<file path="src/rtl/led_evt_pkg.sv">
// Shared types for the LED event controller.
// Assumes: 5-bit event selectors and 8-bit speed codes.
package led_evt_pkg;

    typedef enum logic [4:0] {
        EV_L10       = 5'd0,
        EV_L100      = 5'd1,
        EV_L1G       = 5'd2,
        EV_L2G5      = 5'd3,
        EV_L5G       = 5'd4,
        EV_L10G      = 5'd5,
        EV_LOWGRP    = 5'd6,
        EV_HIGRP     = 5'd7,
        EV_FDX       = 5'd8,
        EV_COL       = 5'd9,
        EV_BTX       = 5'd10,
        EV_BRX       = 5'd11,
        EV_BACT      = 5'd12,
        EV_LINK      = 5'd13,
        EV_LINK_BACT = 5'd14,
        EV_LINK_BRX  = 5'd15,
        EV_LOW_BACT  = 5'd16,
        EV_HI_BACT   = 5'd17,
        EV_HI_BLOW   = 5'd18,
        EV_FDX_BCOL  = 5'd19,
        EV_FORCE_ON  = 5'd20,
        EV_FORCE_OFF = 5'd21
    } led_evt_e;

    // One flag per decoded speed, already qualified by link
    typedef struct packed {
        logic l10;
        logic l100;
        logic l1g;
        logic l2g5;
        logic l5g;
        logic l10g;
    } spd_t;

    // Held activity flags
    typedef struct packed {
        logic col;
        logic any;
        logic rx;
        logic tx;
    } act_t;

    // Decode the speed code into one-hot speed flags, gated by link
    function automatic spd_t decode_speed(input logic [7:0] code, input logic link);
        spd_t s;
        s = '0;
        if (link) begin
            case (code)
                8'h00:   s.l10  = 1'b1;
                8'h20:   s.l100 = 1'b1;
                8'h10:   s.l1g  = 1'b1;
                8'h09:   s.l2g5 = 1'b1;
                8'h05:   s.l5g  = 1'b1;
                8'h03:   s.l10g = 1'b1;
                default: s = '0;
            endcase
        end
        return s;
    endfunction

endpackage

</file>
<file path="src/rtl/led_cfg_regs.sv">
// Write-only configuration bank: per-LED event selectors, shared blink
// field and per-LED polarity bits. Assumes single-cycle write strobes;
// writes to undecoded addresses are dropped.
module led_cfg_regs
    import led_evt_pkg::*;
#(
    parameter int NUM_LEDS   = 5,
    parameter int ADDR_W     = 16,
    parameter int DATA_W     = 16,
    parameter int EVT_W      = 5,
    parameter int EVT_LSB    = 11,
    parameter int BLINK_W    = 8,
    parameter int POL_LSB    = 8,
    parameter int LED_BASE   = 'h1800,
    parameter int LED_STRIDE = 'h10,
    parameter int BLINK_ADDR = 'h1881,
    parameter int POL_ADDR   = 'h000E
) (
    input  logic                           clk,
    input  logic                           rst_n,
    input  logic                           wr_en,
    input  logic [ADDR_W-1:0]              wr_addr,
    input  logic [DATA_W-1:0]              wr_data,
    output logic [NUM_LEDS-1:0][EVT_W-1:0] evt_o,
    output logic [NUM_LEDS-1:0]            pol_o,
    output logic [BLINK_W-1:0]             blink_o
);
    localparam logic [ADDR_W-1:0] BLINK_A = ADDR_W'(BLINK_ADDR);
    localparam logic [ADDR_W-1:0] POL_A   = ADDR_W'(POL_ADDR);

    logic unused_bits;
    assign unused_bits = &{1'b0, wr_data};

    for (genvar i = 0; i < NUM_LEDS; i++) begin : g_led
        localparam logic [ADDR_W-1:0] MY_A = ADDR_W'(LED_BASE + i * LED_STRIDE);

        // Hold LED i's event selector
        always_ff @(posedge clk) begin
            if (!rst_n)
                evt_o[i] <= EVT_W'(EV_FORCE_OFF);
            else if (wr_en && wr_addr == MY_A)
                evt_o[i] <= wr_data[EVT_LSB +: EVT_W];
        end

        // Hold LED i's polarity bit
        always_ff @(posedge clk) begin
            if (!rst_n)
                pol_o[i] <= 1'b0;
            else if (wr_en && wr_addr == POL_A)
                pol_o[i] <= wr_data[POL_LSB + i];
        end

        assert_cfg_write_R1: assert property (@(posedge clk) disable iff (!rst_n)
            (wr_en && wr_addr == MY_A) |=> evt_o[i] == $past(wr_data[EVT_LSB +: EVT_W]));
    end

    // Hold the shared blink field
    always_ff @(posedge clk) begin
        if (!rst_n)
            blink_o <= '0;
        else if (wr_en && wr_addr == BLINK_A)
            blink_o <= wr_data[BLINK_W-1:0];
    end

endmodule

</file>
<file path="src/rtl/led_blink_gen.sv">
// Tick prescaler and shared blink phase. Assumes TICK_DIV >= 1; the phase
// inverts after blink_cfg + 1 ticks and a shortened field takes effect
// at the next tick.
module led_blink_gen #(
    parameter int TICK_DIV = 1000,
    parameter int BLINK_W  = 8
) (
    input  logic               clk,
    input  logic               rst_n,
    input  logic [BLINK_W-1:0] blink_cfg,
    output logic               tick,
    output logic               phase
);
    localparam int PRE_W = (TICK_DIV > 1) ? $clog2(TICK_DIV) : 1;
    localparam logic [PRE_W-1:0] PRE_LAST = PRE_W'(TICK_DIV - 1);

    logic [PRE_W-1:0]   pre_q;
    logic [BLINK_W-1:0] ph_cnt_q;

    assign tick = (pre_q == PRE_LAST);

    // Free-running prescaler
    always_ff @(posedge clk) begin
        if (!rst_n || tick)
            pre_q <= '0;
        else
            pre_q <= pre_q + 1'b1;
    end

    // Count ticks and invert the phase at the end of each half period
    always_ff @(posedge clk) begin
        if (!rst_n) begin
            ph_cnt_q <= '0;
            phase    <= 1'b0;
        end else if (tick) begin
            if (ph_cnt_q >= blink_cfg) begin
                ph_cnt_q <= '0;
                phase    <= ~phase;
            end else begin
                ph_cnt_q <= ph_cnt_q + 1'b1;
            end
        end
    end

    assert_phase_on_tick_R6: assert property (@(posedge clk) disable iff (!rst_n)
        !tick |=> $stable(phase));

    if (TICK_DIV > 1) begin : g_tick_chk
        assert_tick_spacing_R6: assert property (@(posedge clk) disable iff (!rst_n)
            tick |=> !tick);
    end

endmodule

</file>
<file path="src/rtl/led_activity_timer.sv">
// Hold window for one kind of activity pulse: reload on pulse, count down
// on tick, report activity while nonzero. Assumes HOLD_TICKS >= 1.
module led_activity_timer #(
    parameter int HOLD_TICKS = 16
) (
    input  logic clk,
    input  logic rst_n,
    input  logic tick,
    input  logic pulse,
    output logic active
);
    localparam int HW = $clog2(HOLD_TICKS + 1);

    logic [HW-1:0] cnt_q;

    assign active = (cnt_q != '0);

    // Reload on pulse, drain one per tick
    always_ff @(posedge clk) begin
        if (!rst_n)
            cnt_q <= '0;
        else if (pulse)
            cnt_q <= HW'(HOLD_TICKS);
        else if (tick && active)
            cnt_q <= cnt_q - 1'b1;
    end

    assert_hold_load_R5: assert property (@(posedge clk) disable iff (!rst_n)
        pulse |=> active);

    assert_idle_stays_R5: assert property (@(posedge clk) disable iff (!rst_n)
        (!pulse && !active) |=> !active);

endmodule

</file>
<file path="src/rtl/led_event_mux.sv">
// Per-LED event selection and polarity, registered to the pin.
// Assumes speed flags are already link-qualified and activity is held.
module led_event_mux
    import led_evt_pkg::*;
#(
    parameter int EVT_W = 5
) (
    input  logic             clk,
    input  logic             rst_n,
    input  logic [EVT_W-1:0] evt,
    input  logic             active_low,
    input  logic             link,
    input  spd_t             spd,
    input  logic             fdx,
    input  act_t             act,
    input  logic             phase,
    output logic             pin
);
    logic lo_grp, hi_grp, on_c;

    assign lo_grp = spd.l10 | spd.l100 | spd.l1g;
    assign hi_grp = spd.l2g5 | spd.l5g | spd.l10g;

    // Resolve the logical LED state for the selected event
    always_comb begin
        case (evt)
            EV_L10:       on_c = spd.l10;
            EV_L100:      on_c = spd.l100;
            EV_L1G:       on_c = spd.l1g;
            EV_L2G5:      on_c = spd.l2g5;
            EV_L5G:       on_c = spd.l5g;
            EV_L10G:      on_c = spd.l10g;
            EV_LOWGRP:    on_c = lo_grp;
            EV_HIGRP:     on_c = hi_grp;
            EV_FDX:       on_c = link & fdx;
            EV_COL:       on_c = act.col;
            EV_BTX:       on_c = act.tx & phase;
            EV_BRX:       on_c = act.rx & phase;
            EV_BACT:      on_c = act.any & phase;
            EV_LINK:      on_c = link;
            EV_LINK_BACT: on_c = link & (~act.any | phase);
            EV_LINK_BRX:  on_c = link & (~act.rx | phase);
            EV_LOW_BACT:  on_c = lo_grp & (~act.any | phase);
            EV_HI_BACT:   on_c = hi_grp & (~act.any | phase);
            EV_HI_BLOW:   on_c = hi_grp | (lo_grp & phase);
            EV_FDX_BCOL:  on_c = link & fdx & (~act.col | phase);
            EV_FORCE_ON:  on_c = 1'b1;
            default:      on_c = 1'b0;
        endcase
    end

    // Apply polarity and register to the pin
    always_ff @(posedge clk) begin
        if (!rst_n)
            pin <= 1'b0;
        else
            pin <= on_c ^ active_low;
    end

    assert_forced_off_R9: assert property (@(posedge clk) disable iff (!rst_n)
        (evt >= EVT_W'(EV_FORCE_OFF)) |=> pin == $past(active_low));

    assert_forced_on_R10: assert property (@(posedge clk) disable iff (!rst_n)
        (evt == EVT_W'(EV_FORCE_ON)) |=> pin == !$past(active_low));

endmodule

</file>
<file path="src/rtl/led_event_ctrl.sv">
// Top of the LED event controller: configuration bank, blink generator,
// four activity hold timers and one event mux per LED.
// Assumes activity inputs are single-cycle pulses synchronous to clk.
module led_event_ctrl
    import led_evt_pkg::*;
#(
    parameter int NUM_LEDS   = 5,
    parameter int TICK_DIV   = 1000,
    parameter int HOLD_TICKS = 16,
    parameter int BLINK_W    = 8,
    parameter int EVT_W      = 5
) (
    input  logic                clk,
    input  logic                rst_n,
    input  logic                wr_en,
    input  logic [15:0]         wr_addr,
    input  logic [15:0]         wr_data,
    input  logic                link_up,
    input  logic [7:0]          speed_code,
    input  logic                full_duplex,
    input  logic                collision,
    input  logic                tx_pulse,
    input  logic                rx_pulse,
    output logic [NUM_LEDS-1:0] led_pin
);
    localparam int NUM_ACT = 4;

    logic [NUM_LEDS-1:0][EVT_W-1:0] evt;
    logic [NUM_LEDS-1:0]            pol;
    logic [BLINK_W-1:0]             blink_cfg;
    logic                           tick, phase;
    logic [NUM_ACT-1:0]             pulses, held;
    act_t                           act;
    spd_t                           spd;

    led_cfg_regs #(
        .NUM_LEDS(NUM_LEDS), .ADDR_W(16), .DATA_W(16), .EVT_W(EVT_W),
        .BLINK_W(BLINK_W)
    ) u_regs (
        .clk(clk), .rst_n(rst_n), .wr_en(wr_en), .wr_addr(wr_addr),
        .wr_data(wr_data), .evt_o(evt), .pol_o(pol), .blink_o(blink_cfg)
    );

    led_blink_gen #(.TICK_DIV(TICK_DIV), .BLINK_W(BLINK_W)) u_blink (
        .clk(clk), .rst_n(rst_n), .blink_cfg(blink_cfg),
        .tick(tick), .phase(phase)
    );

    assign pulses = {collision, tx_pulse | rx_pulse, rx_pulse, tx_pulse};

    for (genvar k = 0; k < NUM_ACT; k++) begin : g_act
        led_activity_timer #(.HOLD_TICKS(HOLD_TICKS)) u_tmr (
            .clk(clk), .rst_n(rst_n), .tick(tick),
            .pulse(pulses[k]), .active(held[k])
        );
    end

    assign act = act_t'(held);
    assign spd = decode_speed(speed_code, link_up);

    for (genvar i = 0; i < NUM_LEDS; i++) begin : g_led
        led_event_mux #(.EVT_W(EVT_W)) u_mux (
            .clk(clk), .rst_n(rst_n), .evt(evt[i]), .active_low(pol[i]),
            .link(link_up), .spd(spd), .fdx(full_duplex), .act(act),
            .phase(phase), .pin(led_pin[i])
        );
    end

endmodule

</file>
<file path="config.mk">
export PLATFORM = sky130hd
export DESIGN_NAME = led_event_ctrl
export DESIGN_NICKNAME = d
export VERILOG_FILES = /design/src/rtl/led_evt_pkg.sv /design/src/rtl/led_cfg_regs.sv /design/src/rtl/led_blink_gen.sv /design/src/rtl/led_activity_timer.sv /design/src/rtl/led_event_mux.sv /design/src/rtl/led_event_ctrl.sv
export SDC_FILE = /design/constraint.sdc
export NUM_CORES = 1
export LEC_CHECK = 0
export ABC_AREA = 0
export BUFFER_PORTS_ARGS = -buffer_cell sky130_fd_sc_hd__clkbuf_2
export CAP_MARGIN = 20
export CORE_AREA = 2 2 103 105
export CTS_BUF_LIST = sky130_fd_sc_hd__clkbuf_8 sky130_fd_sc_hd__clkbuf_16
export CTS_CLUSTER_SIZE = 8
export DETAILED_ROUTE_END_ITERATION = 16
export DIE_AREA = 0 0 105 107
export GPL_TIMING_DRIVEN = 0
export HOLD_SLACK_MARGIN = 0.05
export PLACE_DENSITY_LB_ADDON = 0.1
export SLEW_MARGIN = 25
export SYNTH_ARGS = -nofsm -noshare
export SYNTH_HDL_FRONTEND = slang
export SYNTH_SLANG_ARGS = --single-unit
</file>
<file path="constraint.sdc">
create_clock -name clk -period 2.6 [get_ports clk]
set_clock_uncertainty 0.15 [all_clocks]
set_input_delay 0.52 -clock clk [delete_from_list [all_inputs] [get_ports clk]]
set_output_delay 0.52 -clock clk [all_outputs]
set_load 0.01 [all_outputs]
</file>
# [Word-level counts from Yosys, hierarchy flattened]
# Index checks and enable logic that the tools add are counted.
[totals] wordCells=229 inputBits=48 register_bits=82 out_inout_bits=5
[op_classes] n_eq_ne=113 mux=21 bitwise_logic=29 n_lt_le_gt_ge=1 addsub=6 reduce_logical=32
[op_table] op="5-bit by 4-bit == test with 1-bit output (second input constant)" count=40
[op_table] op="5-bit == test (second input constant)" count=25
[op_table] op="1-bit case mux with 21 select lines" count=5
[op_table] op="5-bit by 3-bit == test with 1-bit output (second input constant)" count=20
[op_table] op="16-bit by 13-bit == test with 1-bit output (second input constant)" count=6
[op_table] op="5-bit by 2-bit == test with 1-bit output (second input constant)" count=10
[op_table] op="5-bit 2-to-1 mux" count=8
[op_table] op="5-bit by 1-bit == test with 1-bit output (second input constant)" count=5
[op_table] op="5-bit logical NOT" count=5
[op_table] op="5-bit nonzero test" count=4
[op_table] op="5-bit by 1-bit subtractor with 5-bit output (second input constant)" count=4
[op_table] op="16-bit by 4-bit == test with 1-bit output (second input constant)" count=1
[op_table] op="1-bit logical AND" count=11
[op_table] op="10-bit by 1-bit adder with 10-bit output (second input constant)" count=1
[op_table] op="1-bit bitwise AND" count=10
[op_table] op="10-bit == test (second input constant)" count=1
[op_table] op="1-bit bitwise OR" count=9
[op_table] op="8-bit by 1-bit adder with 8-bit output (second input constant)" count=1
[op_table] op="8-bit by 2-bit == test with 1-bit output (second input constant)" count=1
[op_table] op="8-bit by 3-bit == test with 1-bit output (second input constant)" count=1
[op_table] op="8-bit by 4-bit == test with 1-bit output (second input constant)" count=1
[op_table] op="8-bit by 5-bit == test with 1-bit output (second input constant)" count=1
[op_table] op="8-bit by 6-bit == test with 1-bit output (second input constant)" count=1
[op_table] op="8-bit greater-or-equal comparator" count=1
[op_table] op="11 further kinds" count=30

# [Depth between registers and ports, before layout]
[depth] word_depth=9 ltp_mapped=10 depth_no_buf=9

# [By module]
# Synthesis repeated with hierarchy kept, for this count alone.
[unflattened] cells_unflattened=627 area_unflattened_um2=5405.2
[by_module_without_submodules] module="led_cfg_regs" area_each_um2=1604.0 cells_per_inst=159 seq_area_each_um2=760.7 n_inst=1
[by_module_without_submodules] module="led_event_mux" area_each_um2=306.5 cells_per_inst=45 seq_area_each_um2=20.0 n_inst=5
[by_module_without_submodules] module="led_blink_gen" area_each_um2=1109.8 cells_per_inst=121 seq_area_each_um2=380.4 n_inst=1
[by_module_without_submodules] module="led_activity_timer" area_each_um2=261.5 cells_per_inst=27 seq_area_each_um2=100.1 n_inst=4
[by_module_without_submodules] module="led_event_ctrl" area_each_um2=112.6 cells_per_inst=14 seq_area_each_um2=0.0 n_inst=1

# [Least setup slack after synthesis]
# OpenSTA, ideal clock, no wires.
[synth_timing] path_type="input to register" startpoint="in wr_addr[13]" endpoint="reg u_regs.evt_o[9] (netlist name)" setup_ns=0.129 arrival_ns=2.227 n_path_buf=1 required_ns=2.321 slack_ns=0.094 cell_stages=8 cell_sequence="nor4b_2 nand2_1 or4_1 or2_1 buf_6 nor3b_4 mux2i_1 nand2_1"
[synth_via] elab_chain_len=2
[synth_rtl] element="from (decl)" line_no="led_event_ctrl.sv:16" source="input logic [15:0] wr_addr,"
[synth_rtl] element="16-bit by 13-bit == test with 1-bit output" line_no="led_cfg_regs.sv:41" source="else if (wr_en && wr_addr == MY_A)"
[synth_rtl] element="1-bit logical AND" line_no="led_cfg_regs.sv:41"
[synth_rtl] element="to (signal, indexed assignment)" line_no="led_cfg_regs.sv:40" source="evt_o[i] <= EVT_W'(EV_FORCE_OFF);"
[synth_rtl] element="to (signal, indexed assignment)" line_no="led_cfg_regs.sv:42" source="evt_o[i] <= wr_data[EVT_LSB +: EVT_W];"
[synth_rtl] element="to (decl)" line_no="led_cfg_regs.sv:24" source="output logic [NUM_LEDS-1:0][EVT_W-1:0] evt_o,"
# No other way between the ends.
# A chain may end at the register's enable or synchronous reset.

# [Final worst setup path]
[layout_timing] startpoint="reg g_act[1].u_tmr.cnt_q[0]" endpoint="reg g_led[1].u_mux.pin"
[layout_via] elab_chain_len=6 word_cells_on_any_way=7 classes_between="mux: 1; bitwise: 5; reduce/logical: 1"
[layout_rtl] element="from (decl)" line_no="led_activity_timer.sv:14" source="logic [HW-1:0] cnt_q;"
[layout_rtl] element="from (signal assigned)" line_no="led_activity_timer.sv:23" source="cnt_q <= HW'(HOLD_TICKS);"
[layout_rtl] element="from (signal assigned)" line_no="led_activity_timer.sv:25" source="cnt_q <= cnt_q - 1'b1;"
[layout_rtl] element="5-bit nonzero test (*)" line_no="led_activity_timer.sv:16" source="assign active = (cnt_q != '0);"
[layout_rtl] element="1-bit inverter" line_no="led_event_mux.sv:42" source="EV_LINK_BRX: on_c = link & (~act.rx | phase);"
[layout_rtl] element="1-bit bitwise OR" line_no="led_event_mux.sv:42"
[layout_rtl] element="1-bit bitwise AND" line_no="led_event_mux.sv:42"
[layout_rtl] element="1-bit case mux with 21 select lines (*)" line_no="led_event_mux.sv:26" source="case (evt)"
[layout_rtl] element="1-bit bitwise XOR (*)" line_no="led_event_mux.sv:57" source="pin <= on_c ^ active_low;"
[layout_rtl] element="to (signal assigned)" line_no="led_event_mux.sv:57"
[layout_rtl] element="to (decl)" line_no="led_event_mux.sv:17" source="output logic pin"
# Every way passes the cells marked *; elsewhere a longest branch is shown, timed or not.

==> results.md <==
* Max Cap Viol at 0
* WL per Instance at ~18 um
* Type of origin of the critical path: flip-flop
* Layout net count at between 800 and 900
* Number of global-route vias before repair at 4799
* Final hold violation count at 0
* Hold Crit Start: wr_data[7]
* RSZ-0062 raised after global routing: false
* Post-route ant nets at 0
* Worst skew pair latency at 370 ps
* Slew Viols, Final at 0
* Root Buffer: clkbuf_8
* Crit Path Max Fanout at 5
* Die Ht at 107 um
* Final RePlAce weighted congestion at approximately 0.96
* Area growth, synth to finish at 14.73%
* DRT Pass-1 Iters at 5
* # fillers at 955
* Cells after Synth at 677
* Reg clk slew, reported paths at 90 ps
* Asr flop ratio synth at 0%
* Final setup margin at 113.8 ps
* Share of cells above drive strength 1 at 14.92%
* Dpl cell area at 5767 um^2
* Cts-stage hold buffer count at 0
* Fmax at 402.2 MHz
* Post-synth top flop: dfxtp_1
* Status: finished clean
* Final WL at about 15000 um
* Netlist cell types at 70
* Net Count, Synth at approximately 740
* Post-synth top cells: 82 x dfxtp_1, 73 x nor2_1, 67 x nand2_1
* Worst setup path category: reg2reg
* # port buffers at 46
* Vias at 5287
* Yosys top cell area share at 30.63%
* WP data required at 2700 ps
* Power Density at 398.6 nW/um^2
* Die area at 11240 um^2
* CP Data Arrival Time at 2590 ps
* Final Power at about 2.5 mW
* Via density at roughly 6.0
* Total grt overflow at 0
* Design Area, Final at about 6000 um^2
* Row count at 37
* Largest net degree at the start of global routing at 16
* Worst path max stage delay at 630 ps
* CP endpoint kind: flip-flop
* Worst hold stages at 3
* Crit path cell chain: inv_1 > ha_1 > nor4b_4 > buf_4 > nor2b_4 > a21oi_1 > or4b_2 > nand4_1 > nor4_4 > mux2i_1
* CTS Buf Count at 9
* Most common cell in the netlist: dfxtp_1
* Maximum root-to-sink buffer count at 2
* Sequential fraction of the synthesis area at ~31%
* Reg2Reg Launch Point: g_act[1].u_tmr.cnt_q[0]$_SDFFE_PP0P_
* Final period util at a little over nine tenths
* Slowest CP cell: or4b_2
* DIE WIDTH at 105 um
* Cell class contributing the biggest share of worst-path delay: simple AND/OR/NAND/NOR gates
* Core Box Area at 10090 um^2
* Average size of a mapped cell at 7.917 um^2
* Lkg Pwr at 2.320 nW
* Drc violations at 0
* # setup viols final at 0
* Tmin final at approximately 2500 ps
* Synthesized area at 5360 um^2
* #FFs+latches synth at 82
* Number of enable flip-flop cells after synthesis at 0
* Clk sinks at 82
* Worst flop-to-flop path endpoint: g_led[1].u_mux.pin$_SDFF_PN0_
* Worst Max-Slew Pin Slew at about 770 ps
* Starting Density at around 53%
* Area contributors post-synth: dfxtp_1 31%, mux2i_1 7.8%, nor2_1 5.1%
* Dpl ws at -422.5 ps
* Synth warnings at 0
* R2R depth at 10
* Crit path buf inv count at 2
* Num ports at 53
* First-pass GRT wire length at 24770 um
* Area leader, netlist: dfxtp_1
* Worst VDD drop at 0.2812 mV
* Hold endpoint: u_regs.blink_o[7]$_SDFFE_PN0P_
* Initial antenna violation count at 1
* Worst hold path type: in2reg
* Starting DRT DRC Count at 397
* CTS H-Tree Depth at 3
* R2R Setup Slk at approximately 110 ps
* Total GRT Usage at 28.20%
* Inserted Diodes at 0
* Max transition margin at about half
* Detail Placement HPWL at 11370 um
* CTS tree: done
power by group:
part	switching [mW]	leakage, nW	total, mW	internal [mW]
logic	0.130	1.55	0.204	0.0736
clock network	0.495	0.109	0.977	0.481
registers	0.00801	0.663	1.27	1.26
cell families (layout without fill, tap and decap cells):
logic type / after synthesis / in the layout / share of synthesized area (%)
simple gates: 345 / 345 / 35.57
buf+inv: 68 / 135 / 5.369
mux: 42 / 42 / 7.843
fa+ha+maj: 18 / 18 / 4.202
compound gates: 92 / 92 / 11.49
xor+xnor: 30 / 30 / 4.902
flops: 82 / 82 / 30.63
metrics by stage:
stage	std cells	hold WS, ps	setup TNS [ps]	util (%)
final	880	240.6	0	60.93
after global routing	880	247.9	0	60.93
after CTS	875	235.2	0	59.83
after detailed placement	859	294.4	-4303	57.14
after global placement	859	282.0	-4425	57.08
after floorplan	677	267.5	0	-
routing by layer:
layer	track usage [%]	share of wire [%]	routed length (um)
met2	46.29	46	7086
met3	4.802	6.9	1066
met4	12.29	3.2	501
met1	36.51	44	6786
met5	0	0	0
worst reg2reg max path, cell delays in order (launching register included):
cell     delay (ps)
dfxtp_1         340
inv_1            80
ha_1            230
nor4b_4         130
buf_4           170
nor2b_4         200
a21oi_1          90
or4b_2          630
nand4_1         170
nor4_4           70
mux2i_1         130
registers in the layout, indices dropped and copies added (netlist names):
name               flops
u_regs.blink_o         8
u_blink.ph_cnt_q       8
g_led.u_mux.pin        5
u_regs.pol_o           5
u_blink.phase          1
u_blink.pre_q         10
u_regs.evt_o          25
g_act.u_tmr.cnt_q     20
layout by cell type (no fill, tap or decap), drive strengths merged, types with 6 or more instances in the layout:
cell	count
clkbuf	90
dfxtp	82
nor2	73
nand2	67
mux2i	42
nand3	33
nor2b	28
inv	26
nor3	21
a21oi	19
nor4	19
ha	18
nand2b	17
xnor2	17
nand4	16
a31oi	16
o21ai	16
buf	15
xor2	13
or3	10
nor4b	10
nand3b	9
nor3b	8
and3	7
o22ai	6
worst max path at each step:
stage | cells after the start | startpoint | slack, ps | to
6_report | 10 | g_act[1].u_tmr.cnt_q[0]$_SDFFE_PP0P_ | 110 | g_led[1].u_mux.pin$_SDFF_PN0_
5_1_grt | 10 | g_act[1].u_tmr.cnt_q[0]$_SDFFE_PP0P_ | 5 | g_led[1].u_mux.pin$_SDFF_PN0_
4_1_cts | 7 | g_act[3].u_tmr.cnt_q[0]$_SDFFE_PP0P_ | 2 | g_led[4].u_mux.pin$_SDFF_PN0_
3_5_place_dp | 8 | speed_code[3] | -420 | g_led[0].u_mux.pin$_SDFF_PN0_
3_3_place_gp | 8 | g_act[2].u_tmr.cnt_q[0]$_SDFFE_PP0P_ | -500 | g_led[1].u_mux.pin$_SDFF_PN0_
2_1_floorplan | 8 | wr_addr[13] | 90 | u_regs.evt_o[9]$_SDFFE_PN1P_
cell type report:
| type | count | area [um^2] | share of cell area (%) |
|---|---|---|---|
| multi-input combinational | 527 | 3565 | 57.97 |
| sequential | 82 | 1642 | 26.69 |
| timing repair buffer | 51 | 267.8 | 4.354 |
| buffer | 44 | 205.2 | 3.337 |
| tap | 136 | 170.2 | 2.767 |
| clock buffer | 10 | 137.6 | 2.238 |
| inverter | 24 | 90.09 | 1.465 |
| clock inverter | 6 | 72.57 | 1.180 |
what timing repair did:
item | 4_1_cts | 5_1_grt
buffers inserted | 0 | 5
endpoints found under the setup margin | 11 | 12
pin swaps | 1 | 6
gates resized for setup | 11 | 24
No activity file was read; power rests on OpenSTA's default activity.
